<file path="config.mk">
export PLATFORM = sky130hd
export DESIGN_NAME = tlbchk_top
export DESIGN_NICKNAME = d
export VERILOG_FILES = /design/src/rtl/tlbchk_pkg.sv /design/src/rtl/tlbchk_ctrl.sv /design/src/rtl/tlbchk_dp.sv /design/src/rtl/tlbchk_top.sv
export SDC_FILE = /design/constraint.sdc
export NUM_CORES = 2
export LEC_CHECK = 0
export BUFFER_PORTS_ARGS = -buffer_cell sky130_fd_sc_hd__clkbuf_2
export CAP_MARGIN = 30
export CORE_MARGIN = 2
export CORE_UTILIZATION = 60
export CTS_CLUSTER_SIZE = 25
export DETAILED_ROUTE_END_ITERATION = 6
export PLACE_DENSITY = 0.78
export SYNTH_ARGS = -nofsm -noshare
export SYNTH_HDL_FRONTEND = slang
export SYNTH_SLANG_ARGS = --single-unit
</file>
<file path="constraint.sdc">
create_clock -name clk -period 12.8 [get_ports clk]
set_input_delay 1.28 -clock clk [delete_from_list [all_inputs] [get_ports clk]]
set_output_delay 1.28 -clock clk [all_outputs]
set_load 0.01 [all_outputs]
</file>
<file path="src/rtl/tlbchk_pkg.sv">
package tlbchk_pkg;

  typedef enum logic [2:0] {
    FLT_NONE  = 3'd0,
    FLT_IMISS = 3'd1,
    FLT_DMISS = 3'd2,
    FLT_IPROT = 3'd3,
    FLT_DPROT = 3'd4,
    FLT_DIRTY = 3'd5,
    FLT_BREAK = 3'd6,
    FLT_PREF  = 3'd7
  } faultCode_t;

  localparam logic [1:0] KIND_LOAD  = 2'd0;
  localparam logic [1:0] KIND_STORE = 2'd1;
  localparam logic [1:0] KIND_FETCH = 2'd2;

  localparam logic [2:0] PERM_R = 3'b001;
  localparam logic [2:0] PERM_W = 3'b010;
  localparam logic [2:0] PERM_X = 3'b100;

  typedef struct packed {
    logic latchReq;
    logic entryWr;
    logic lookupEn;
    logic bypass;
    logic capture;
  } tlbStrobe_t;

endpackage

</file>
<file path="src/rtl/tlbchk_ctrl.sv">
module tlbchk_ctrl
  import tlbchk_pkg::*;
(
  input  logic       clk,
  input  logic       rstN,
  input  logic       reqValid,
  input  logic       physMode,
  input  logic       collectEn,
  input  logic       wrEn,
  input  logic       faultAny,
  output tlbStrobe_t strb
);

  logic vldQ, bypQ, colQ;

  always_ff @(posedge clk) begin
    if (!rstN) begin
      vldQ <= 1'b0;
      bypQ <= 1'b0;
      colQ <= 1'b0;
    end else begin
      vldQ <= reqValid;
      if (reqValid) begin
        bypQ <= physMode;
        colQ <= collectEn;
      end
    end
  end

  always_comb begin
    strb.latchReq = reqValid;
    strb.entryWr  = wrEn;
    strb.lookupEn = vldQ;
    strb.bypass   = bypQ;
    strb.capture  = vldQ & colQ & faultAny;
  end

  // a response only follows a request one cycle earlier
  p_rsp_follows_req_r11: assert property (@(posedge clk) disable iff (!rstN)
    strb.lookupEn |-> $past(reqValid));

  // a bypassed lookup never raises a capture
  p_bypass_no_capture_r2: assert property (@(posedge clk) disable iff (!rstN)
    (strb.lookupEn && strb.bypass) |-> !strb.capture);

endmodule

</file>
<file path="src/rtl/tlbchk_dp.sv">
module tlbchk_dp
  import tlbchk_pkg::*;
#(
  parameter int N_ENT     = 8,
  parameter int VA_W      = 32,
  parameter int PA_W      = 32,
  parameter int PAGE_BITS = 12,
  parameter int PL_W      = 2,
  parameter int AT_W      = 3,
  localparam int IDX_W    = $clog2(N_ENT),
  localparam int HALF_W   = VA_W / 2,
  localparam int UP_W     = VA_W - HALF_W
)(
  input  logic              clk,
  input  logic              rstN,
  input  tlbStrobe_t        strb,
  input  logic [IDX_W-1:0]  wrIdx,
  input  logic              wrValid,
  input  logic [VA_W-1:0]   wrVaBegin,
  input  logic [VA_W-1:0]   wrVaEnd,
  input  logic [PA_W-1:0]   wrPaBase,
  input  logic [AT_W-1:0]   wrAccType,
  input  logic [PL_W-1:0]   wrPl1,
  input  logic [PL_W-1:0]   wrPl2,
  input  logic              wrDirty,
  input  logic              wrBreak,
  input  logic              wrTrap,
  input  logic [VA_W-1:0]   reqVa,
  input  logic [1:0]        reqKind,
  input  logic [PL_W-1:0]   reqPriv,
  output logic [PA_W-1:0]   rspPa,
  output logic [2:0]        rspProt,
  output logic [2:0]        rspFault,
  output logic              faultAny,
  output logic [HALF_W-1:0] offsetReg,
  output logic [UP_W-1:0]   spaceReg
);

  logic [N_ENT-1:0] entValid;
  logic [VA_W-1:0]  vaBeg   [N_ENT];
  logic [VA_W-1:0]  vaEnd   [N_ENT];
  logic [PA_W-1:0]  paBase  [N_ENT];
  logic [AT_W-1:0]  accType [N_ENT];
  logic [PL_W-1:0]  plHi    [N_ENT];
  logic [PL_W-1:0]  plLo    [N_ENT];
  logic [N_ENT-1:0] dirtyF, breakF, trapF;

  logic [VA_W-1:0] qVa;
  logic [1:0]      qKind;
  logic [PL_W-1:0] qPriv;

  // entry storage: only the valid bits need a reset value
  always_ff @(posedge clk) begin
    if (!rstN) entValid <= '0;
    else if (strb.entryWr) entValid[wrIdx] <= wrValid;
  end

  always_ff @(posedge clk) begin
    if (strb.entryWr) begin
      vaBeg[wrIdx]   <= wrVaBegin;
      vaEnd[wrIdx]   <= wrVaEnd;
      paBase[wrIdx]  <= wrPaBase;
      accType[wrIdx] <= wrAccType;
      plHi[wrIdx]    <= wrPl1;
      plLo[wrIdx]    <= wrPl2;
      dirtyF[wrIdx]  <= wrDirty;
      breakF[wrIdx]  <= wrBreak;
      trapF[wrIdx]   <= wrTrap;
    end
  end

  always_ff @(posedge clk) begin
    if (!rstN) begin
      qVa   <= '0;
      qKind <= KIND_LOAD;
      qPriv <= '0;
    end else if (strb.latchReq) begin
      qVa   <= reqVa;
      qKind <= reqKind;
      qPriv <= reqPriv;
    end
  end

  // range match per entry
  logic [N_ENT-1:0] hitVec;
  for (genvar g = 0; g < N_ENT; g++) begin : g_match
    assign hitVec[g] = entValid[g] && (vaBeg[g] <= qVa) && (qVa <= vaEnd[g]);
  end

  // lowest index wins
  logic [IDX_W-1:0] selIdx;
  always_comb begin
    selIdx = '0;
    for (int i = N_ENT - 1; i >= 0; i--)
      if (hitVec[i]) selIdx = IDX_W'(i);
  end

  logic isFetch, isStore;
  assign isFetch = (qKind == KIND_FETCH);
  assign isStore = (qKind == KIND_STORE);

  logic       canR, canW, canX;
  logic [2:0] grant, need;
  always_comb begin
    canR = (qPriv <= plHi[selIdx]);
    canW = (qPriv <= plLo[selIdx]);
    canX = (plLo[selIdx] <= qPriv) && (qPriv <= plHi[selIdx]);
    case (accType[selIdx])
      AT_W'(0): grant = {1'b0, 1'b0, canR};
      AT_W'(1): grant = {1'b0, canW, canR};
      AT_W'(2): grant = {canX, 1'b0, canR};
      AT_W'(3): grant = {canX, canW, canR};
      default:  grant = {canX, 1'b0, 1'b0};
    endcase
    need = isFetch ? PERM_X : (isStore ? PERM_W : PERM_R);
  end

  faultCode_t fault;
  logic [2:0] prot;
  logic [PA_W-1:0] pa;
  always_comb begin
    fault = FLT_NONE;
    prot  = '0;
    pa    = '0;
    if (strb.lookupEn) begin
      if (strb.bypass) begin
        pa   = PA_W'(qVa);
        prot = PERM_R | PERM_W | PERM_X;
      end else if (hitVec == '0) begin
        fault = isFetch ? FLT_IMISS : FLT_DMISS;
      end else begin
        pa   = paBase[selIdx] + {{(PA_W-PAGE_BITS){1'b0}}, qVa[PAGE_BITS-1:0]};
        prot = grant;
        if ((grant & need) == '0) begin
          fault = isFetch ? FLT_IPROT : FLT_DPROT;
        end else begin
          if (trapF[selIdx])                          prot = grant & PERM_X;
          else if (breakF[selIdx] || !dirtyF[selIdx]) prot = grant & ~PERM_W;
          if (trapF[selIdx] && !isFetch)              fault = FLT_PREF;
          else if (breakF[selIdx] && isStore)         fault = FLT_BREAK;
          else if (!dirtyF[selIdx] && isStore)        fault = FLT_DIRTY;
        end
      end
    end
  end

  assign rspPa    = pa;
  assign rspProt  = prot;
  assign rspFault = fault;
  assign faultAny = (fault != FLT_NONE);

  always_ff @(posedge clk) begin
    if (!rstN) begin
      offsetReg <= '0;
      spaceReg  <= '0;
    end else if (strb.capture) begin
      offsetReg <= qVa[HALF_W-1:0];
      spaceReg  <= qVa[VA_W-1:HALF_W];
    end
  end

  // a miss carries no address and no rights
  p_miss_zero_r3: assert property (@(posedge clk) disable iff (!rstN)
    (rspFault == FLT_IMISS || rspFault == FLT_DMISS) |-> (rspPa == '0 && rspProt == '0));

  // an instruction protection fault only answers a fetch
  p_iprot_fetch_r7: assert property (@(posedge clk) disable iff (!rstN)
    (rspFault == FLT_IPROT) |-> (qKind == KIND_FETCH));

  // page-reference fault leaves execute only
  p_pref_mask_r8: assert property (@(posedge clk) disable iff (!rstN)
    (rspFault == FLT_PREF) |-> (rspProt[1:0] == 2'b00));

  // dirty and break faults never return write
  p_wflag_nowrite_r8: assert property (@(posedge clk) disable iff (!rstN)
    (rspFault == FLT_DIRTY || rspFault == FLT_BREAK) |-> !rspProt[1]);

  // capture loads the faulting address, otherwise registers hold
  p_capture_load_r10: assert property (@(posedge clk) disable iff (!rstN)
    strb.capture |=> (offsetReg == $past(qVa[HALF_W-1:0]) && spaceReg == $past(qVa[VA_W-1:HALF_W])));
  p_capture_hold_r10: assert property (@(posedge clk) disable iff (!rstN)
    !strb.capture |=> ($stable(offsetReg) && $stable(spaceReg)));

  // idle cycles drive zeros
  p_idle_zero_r11: assert property (@(posedge clk) disable iff (!rstN)
    !strb.lookupEn |-> (rspFault == FLT_NONE && rspProt == '0 && rspPa == '0));

endmodule

</file>
<file path="src/rtl/tlbchk_top.sv">
module tlbchk_top
  import tlbchk_pkg::*;
#(
  parameter int N_ENT     = 8,
  parameter int VA_W      = 32,
  parameter int PA_W      = 32,
  parameter int PAGE_BITS = 12,
  parameter int PL_W      = 2,
  parameter int AT_W      = 3,
  localparam int IDX_W    = $clog2(N_ENT),
  localparam int HALF_W   = VA_W / 2,
  localparam int UP_W     = VA_W - HALF_W
)(
  input  logic              clk,
  input  logic              rstN,
  input  logic              wrEn,
  input  logic [IDX_W-1:0]  wrIdx,
  input  logic              wrValid,
  input  logic [VA_W-1:0]   wrVaBegin,
  input  logic [VA_W-1:0]   wrVaEnd,
  input  logic [PA_W-1:0]   wrPaBase,
  input  logic [AT_W-1:0]   wrAccType,
  input  logic [PL_W-1:0]   wrPl1,
  input  logic [PL_W-1:0]   wrPl2,
  input  logic              wrDirty,
  input  logic              wrBreak,
  input  logic              wrTrap,
  input  logic              reqValid,
  input  logic [VA_W-1:0]   reqVa,
  input  logic [1:0]        reqKind,
  input  logic [PL_W-1:0]   reqPriv,
  input  logic              physMode,
  input  logic              collectEn,
  output logic              rspValid,
  output logic [PA_W-1:0]   rspPa,
  output logic [2:0]        rspProt,
  output logic [2:0]        rspFault,
  output logic [HALF_W-1:0] offsetReg,
  output logic [UP_W-1:0]   spaceReg
);

  tlbStrobe_t strb;
  logic       faultAny;

  tlbchk_ctrl u_ctrl (
    .clk       (clk),
    .rstN      (rstN),
    .reqValid  (reqValid),
    .physMode  (physMode),
    .collectEn (collectEn),
    .wrEn      (wrEn),
    .faultAny  (faultAny),
    .strb      (strb)
  );

  tlbchk_dp #(
    .N_ENT(N_ENT), .VA_W(VA_W), .PA_W(PA_W),
    .PAGE_BITS(PAGE_BITS), .PL_W(PL_W), .AT_W(AT_W)
  ) u_dp (
    .clk       (clk),
    .rstN      (rstN),
    .strb      (strb),
    .wrIdx     (wrIdx),
    .wrValid   (wrValid),
    .wrVaBegin (wrVaBegin),
    .wrVaEnd   (wrVaEnd),
    .wrPaBase  (wrPaBase),
    .wrAccType (wrAccType),
    .wrPl1     (wrPl1),
    .wrPl2     (wrPl2),
    .wrDirty   (wrDirty),
    .wrBreak   (wrBreak),
    .wrTrap    (wrTrap),
    .reqVa     (reqVa),
    .reqKind   (reqKind),
    .reqPriv   (reqPriv),
    .rspPa     (rspPa),
    .rspProt   (rspProt),
    .rspFault  (rspFault),
    .faultAny  (faultAny),
    .offsetReg (offsetReg),
    .spaceReg  (spaceReg)
  );

  assign rspValid = strb.lookupEn;

endmodule

</file>
Word-level counts from Yosys, hierarchy flattened
Memory sizes are Yosys's and may differ from the RTL's.
Cells that the tools add are included.
{ "word_totals": {"register_bits": 103, "ramBits": 824, "inputBits": 152, "out_inout_bits": 71, "word_cells": 120, "n_memories": 6} }
{ "classes": {"n_addsub": 1, "n_lt_le_gt_ge": 22, "eq_ne": 5, "muxes": 43, "bitwise_logic": 3, "reduce_logical": 28} }
{ "mem_list": {"columns": ["memory", "depth", "width", "read_ports", "rd_ports_with_merged_regs", "wr", "line_no", "text"], "rows": [
  ["u_dp.paBase", 8, 32, 1, 0, 1, "tlbchk_dp.sv:42", "logic [PA_W-1:0] paBase [N_ENT];"],
  ["u_dp.vaBeg", 8, 32, 8, 0, 1, "tlbchk_dp.sv:40", "logic [VA_W-1:0] vaBeg [N_ENT];"],
  ["u_dp.vaEnd", 8, 32, 8, 0, 1, "tlbchk_dp.sv:41", "logic [VA_W-1:0] vaEnd [N_ENT];"],
  ["u_dp.accType", 8, 3, 1, 0, 1, "tlbchk_dp.sv:43", "logic [AT_W-1:0] accType [N_ENT];"],
  ["u_dp.plHi", 8, 2, 1, 0, 1, "tlbchk_dp.sv:44", "logic [PL_W-1:0] plHi [N_ENT];"],
  ["u_dp.plLo", 8, 2, 1, 0, 1, "tlbchk_dp.sv:45", "logic [PL_W-1:0] plLo [N_ENT];"]
]} }
{ "ops": {"columns": ["op", "count"], "rows": [
  ["<= comparator 32 bit", 16],
  ["two-way mux 32 bit", 3],
  ["two-way mux 3 bit", 20],
  ["adder 32 x 12 -> 32 bit", 1],
  ["bitwise mux 8 bit", 4],
  ["logical AND 1 bit", 21],
  ["one-hot mux 3 bit (4 select lines)", 1],
  ["two-way mux 2 bit", 5],
  ["binary-select mux 1 bit (select 3 bit)", 3],
  ["zero test 8 bit", 1],
  ["< comparator 3 x 4 -> 1 bit (second input constant)", 2],
  ["equality test 3 x 2 -> 1 bit (second input constant)", 2],
  ["<= comparator 2 bit", 3],
  ["zero test 3 bit", 2],
  ["two-way mux 1 bit", 6],
  ["AND 3 bit", 1],
  ["demux 1 bit (select 3 bit)", 1],
  ["equality test 3 x 1 -> 1 bit (second input constant)", 1],
  ["greater-or-equal comparator 3 x 1 -> 1 bit (second input constant)", 1],
  ["nonzero test 3 bit", 1],
  ["AND 1 bit", 2],
  ["equality test 2 x 1 -> 1 bit (second input constant)", 1],
  ["equality test 2 bit (second input constant)", 1],
  ["zero test 1 bit", 2],
  ["logical OR 1 bit", 1]
]} }

Logic depth before layout (Yosys ltp)
An unclocked memory read counts as a cell.
{ "depth": {"ltp_word": 25, "depth_mapped": 36, "mapped_depth_nobuf": 31} }

By module
A second synthesis with hierarchy kept.
{ "unflattened": {"cells_unflattened": 3517, "area_unflattened_um2": 46075.4} }
{ "by_module_without_submodules": {"columns": ["module", "n_inst", "cells_per_inst", "area_per_inst_um2", "seq_area_each_um2"], "rows": [
  ["tlbchk_dp", 1, 3504, 45939.1, 26985.9],
  ["tlbchk_ctrl", 1, 13, 136.4, 60.1]
]} }

Worst setup path after synthesis
OpenSTA, ideal clock, no wires.
{ "synth_path": {"path_type": "input to register", "start": "in wrIdx[0]", "end": "reg u_dp.entValid[0]", "setup_ps": 126, "arrival_ps": 9419, "t_required_ps": 12674, "slack_ps": 3255, "cell_stages": 4, "path_buffers": 0, "cell_sequence": "nand2b_1 -> nor3_1 -> mux2i_1 -> nor2b_1"} }
{ "synth_via": {"elab_chain_cells": 5, "elab_cells_between_ends": 6, "classes_between": "order compare (2); mux (3); reduce/logical (1)"} }
{ "synth_lines": {"columns": ["item", "line_no", "text"], "rows": [
  ["from (decl)", "tlbchk_top.sv:17", "input logic [IDX_W-1:0] wrIdx,"],
  ["< comparator 3 x 4 -> 1 bit (not written as such) / greater-or-equal comparator 3 x 1 -> 1 bit (equally long branches)", "tlbchk_dp.sv:55", "else if (strb.entryWr) entValid[wrIdx] <= wrValid;"],
  ["logical AND 1 bit (not written as such)", "tlbchk_dp.sv:55", null],
  ["two-way mux 1 bit (not written as such)", "tlbchk_dp.sv:55", null],
  ["demux 1 bit (select 3 bit) *", null, null],
  ["bitwise mux 8 bit *", "tlbchk_dp.sv:55", null],
  ["to (signal, indexed assignment)", "tlbchk_dp.sv:55", null],
  ["to (decl)", "tlbchk_dp.sv:39", "logic [N_ENT-1:0] entValid;"]
]} }
Every way passes the cells marked *; elsewhere a longest branch is shown, timed or not.
A chain may end at the register's enable or synchronous reset.

Worst setup path after layout
{ "layout_path": {"start": "reg u_dp.qVa[27]", "end": "out rspPa[26]"} }
{ "layout_via": {"elab_chain_cells": 16, "elab_cells_between_ends": 46, "classes_between": "add/sub (1); order compare (16); mux (11); reduce/logical (17); memory (1)"} }
{ "layout_lines": {"columns": ["item", "line_no", "text"], "rows": [
  ["from (decl)", "tlbchk_dp.sv:48", "logic [VA_W-1:0] qVa;"],
  ["from (signal assigned)", "tlbchk_dp.sv:78", "qVa <= reqVa;"],
  ["<= comparator 32 bit", "tlbchk_dp.sv:87", "assign hitVec[g] = entValid[g] && (vaBeg[g] <= qVa) && (qVa <= vaEnd[g]);"],
  ["logical AND 1 bit (2 in series)", "tlbchk_dp.sv:87", null],
  ["two-way mux 3 bit (8 in series)", "tlbchk_dp.sv:95", "if (hitVec[i]) selIdx = IDX_W'(i);"],
  ["memory read (8 x 32 bit)", null, null],
  ["adder 32 x 12 -> 32 bit", "tlbchk_dp.sv:132", "pa = paBase[selIdx] + {{(PA_W-PAGE_BITS){1'b0}}, qVa[PAGE_BITS-1:0]};"],
  ["two-way mux 32 bit *", "tlbchk_dp.sv:129", "end else if (hitVec == '0) begin"],
  ["two-way mux 32 bit *", "tlbchk_dp.sv:126", "if (strb.bypass) begin"],
  ["two-way mux 32 bit *", "tlbchk_dp.sv:125", "if (strb.lookupEn) begin"],
  ["to (decl)", "tlbchk_top.sv:35", "output logic [PA_W-1:0] rspPa,"]
]} }
Marks and branches as above.

==> results.cfg <==
[outcome]
outcome = finished, final reports clean

[sta]
slew_headroom = 0.322
period_minus_slack_ns = 11.51
tightestPinTransition_ns = 1.02
rsz0062_at_grt = no
slew_violations = 0
skew_ns = 0.0344
setup_viol = 0
fmax_ghz = 0.0869
hold_viol = 0
setup_tns_ns = 0
worst_hold_slack_ns = 0.454
fin_crit_sh = 0.899

[synthesis]
yosysSeqAreaShare = 0.589
syn_nets = 4169
synth_area_leaders = edfxtp_1 (55%), ha_1 (14%), mux2i_1 (4.6%)
async_flop_share = 0
synth.distinct_cells = 91
yosysWarnings = 0
syn_area_per_cell_um2 = 13.2
ys_seq_elements = 927
ys.flop_type = edfxtp_1
yosysTopAreaCell = edfxtp_1
netlist_instances = 3485
synth_area_um2 = 45900
synth_top_cell_area_share = 0.555
synth-edff-count = 848

[clock_network]
cts-resized-gates = 0
hold_buffers = 0
clock_path_buffers = 3
post-cts-setup-buffers = 0
cts_buffers = 95
clock_latency_ns = 0.67
cts_tree = yes
cts.sinks = 927
htreeDepth = 3
clkTransAtPathRegs_ns = 0.06
clock-root-buffer = clkbuf_16

[power]
p_leak_nw = 20.4
peakVddDrop_uv = 134
p_per_area_nw_per_um2 = 133

[place]
port_buffers = 222
post-dp-hpwl_um = 86700
placed_area_um2 = 48500
gp_routability_congestion = 0.938
placedCellCount = 4674

[drt]
route.detailed.drc = 0
vias = 30900
routed_wl_um = 125000
first_iter_violations = 3201
drt_pass1_iterations = 5
wl_per_cell_um = 25.8
detail-route-antenna-nets = 0
viasPerCell = 6.36

[grt]
grt_max_degree = 108
antenna_found_initial = 8
grt_usage = 0.317
grt.overflow.total = 0
grt_pass1_vias = 30200
grt_pass1_wl_um = 184000

[floorplanning]
die_h_um = 281
start_util = 0.606
core_area_um2 = 75800
num_rows = 101
io_pins = 223
die_width_um = 281
die-area_um2 = 78800

[worst_setup_path]
critPathLaunchType = register
cp-end-kind = output pin
crit_family = compound AO/OA/AOI/OAI gates
critPathKind = register to output pin
cp.required_ns = 11.52
slowest_stage = dfxtp_1
worstPathMaxFanout = 35
critical_path_arrival_ns = 10.23
crit_path_frequent_cell = o21ai_0
critPathBufInv = 4
max_stage_delay_ns = 0.96

[cells_and_area]
synthToLayoutAreaGrowth_pct = 12.3
multi_input_area_um2 = 17400
fin_area_um2 = 51600
fin_cells = 4857
layout.nets = 4479
layout-drive-gt1-share = 0.125
fill_cells = 5298
regArea_um2 = 27000

[worst_hold_path]
hold_class = register to register

[run]
cap_viol_max_count = 0
-- report_power, final --
group / internal (mW) / switching [mW]
registers: 3.41 / 0.0505
clock network: 1.55 / 1.16
logic: 0.236 / 0.433
-- metal layers --
layer | vias to the layer above | share of wire | global-route usage
li1 | 13900 | - | -
met1 | 15000 | 0.40 | 0.425
met2 | 1693 | 0.46 | 0.501
met3 | 305 | 0.10 | 0.0688
met4 | 2 | 0.046 | 0.136
met5 | - | 0.000088 | 0
-- cell usage after synthesis (5+ instances only) --
cell type  number
nor3_1         37
o211ai_1       26
o211a_1         5
a22oi_1        14
and4_1          5
buf_1          10
mux4_2         17
nand4_1        99
edfxtp_1      848
a2111oi_0       8
a211o_1        11
a211oi_1       32
nand2_1       256
nand2b_1       18
a221oi_1        8
nor2_1         94
mux2_2         20
nand3_1        74
and3_1         19
o21ai_0       128
dfxtp_1        79
a31oi_1        14
inv_1         323
nor4_1         24
a2bb2oi_1       6
o21a_1         12
clkbuf_1       35
nor2b_1        93
buf_2          13
o32ai_1         5
ha_1          531
o31ai_1         6
or4_1          11
a21boi_0       15
o21bai_1        7
a21oi_1       213
xnor2_1        14
a21o_1         34
o2111ai_1       5
mux2i_1       209
-- area by class of cell --
type / instances / area share
clock inverters: 45 / 0.00721
diodes: 6 / 0.000291
well taps: 978 / 0.0237
repair buffers: 281 / 0.0324
flip-flops and latches: 927 / 0.524
multi-input cells: 2166 / 0.337
clock buffers: 130 / 0.0514
inverters: 324 / 0.0236
-- placed cells by master, fill, tap and decap left out, drive strengths merged, types with 29 or more instances in the layout --
| cell | n |
|---|---|
| mux2i | 210 |
| nor2 | 94 |
| nor2b | 93 |
| o21ai | 130 |
| edfxtp | 848 |
| nor4 | 29 |
| nor3 | 37 |
| ha | 531 |
| nand3 | 74 |
| dfxtp | 79 |
| nand2 | 257 |
| a21o | 34 |
| clkbuf | 351 |
| inv | 327 |
| a21oi | 214 |
| nand4 | 101 |
| a211oi | 34 |
| clkinv | 34 |
| buf | 60 |
-- worst paths after layout --
kind	cells past startpoint	start	slack [ns]	end
max reg2reg	24	u_dp.qVa[27]$_SDFFE_PN0P_	4.05	u_dp.spaceReg[3]$_SDFFE_PN0P_
max	33	u_dp.qVa[27]$_SDFFE_PN0P_	1.29	rspPa[26]
min	2	u_dp.offsetReg[11]$_SDFFE_PN0P_	0.45	u_dp.offsetReg[11]$_SDFFE_PN0P_
min reg2reg	2	u_dp.offsetReg[11]$_SDFFE_PN0P_	0.45	u_dp.offsetReg[11]$_SDFFE_PN0P_
-- sequential cells by signal, summed over array words and instances, names as in the netlist --
| register | flops |
|---|---|
| u_dp.dirtyF | 8 |
| u_dp.qVa | 32 |
| u_dp.trapF | 8 |
| u_dp.offsetReg | 16 |
| u_dp.vaEnd | 256 |
| u_dp.qKind | 2 |
| u_ctrl.bypQ | 1 |
| u_ctrl.colQ | 1 |
| u_dp.plLo | 16 |
| u_dp.accType | 24 |
| u_dp.spaceReg | 16 |
| u_dp.plHi | 16 |
| u_dp.vaBeg | 256 |
| u_ctrl.vldQ | 1 |
| u_dp.entValid | 8 |
| u_dp.qPriv | 2 |
| u_dp.paBase | 256 |
| u_dp.breakF | 8 |
-- worst min-delay path, stage by stage (launching register included) --
cell,delay [ns]
dfxtp_1,0.31
nand2_1,0.05
mux2i_1,0.05
-- per-stage QoR --
stage	total power, mW	utilization	setup slack [ns]
after CTS	6.84	0.679	1.47
after detailed placement	4.17	0.639	2.33
after global placement	4.14	0.638	2.44
after floorplan	3.91	-	3.26
final	6.84	0.680	1.29
after global routing	7.04	0.680	0.654
-- cells by family (layout without fill, tap and decap cells) --
kind of cell,Yosys count,after routing,synth area share
AO/OA/AOI/OAI,602,602,0.0833
XOR/XNOR,18,18,0.00343
adder cells (fa/ha/maj),532,532,0.145
buffers and inverters,392,780,0.0345
flip-flops,927,927,0.589
multiplexers,247,247,0.0591
other,0,6,0
AND/OR/NAND/NOR,767,767,0.0856
Power figures use the tool's default switching activity.
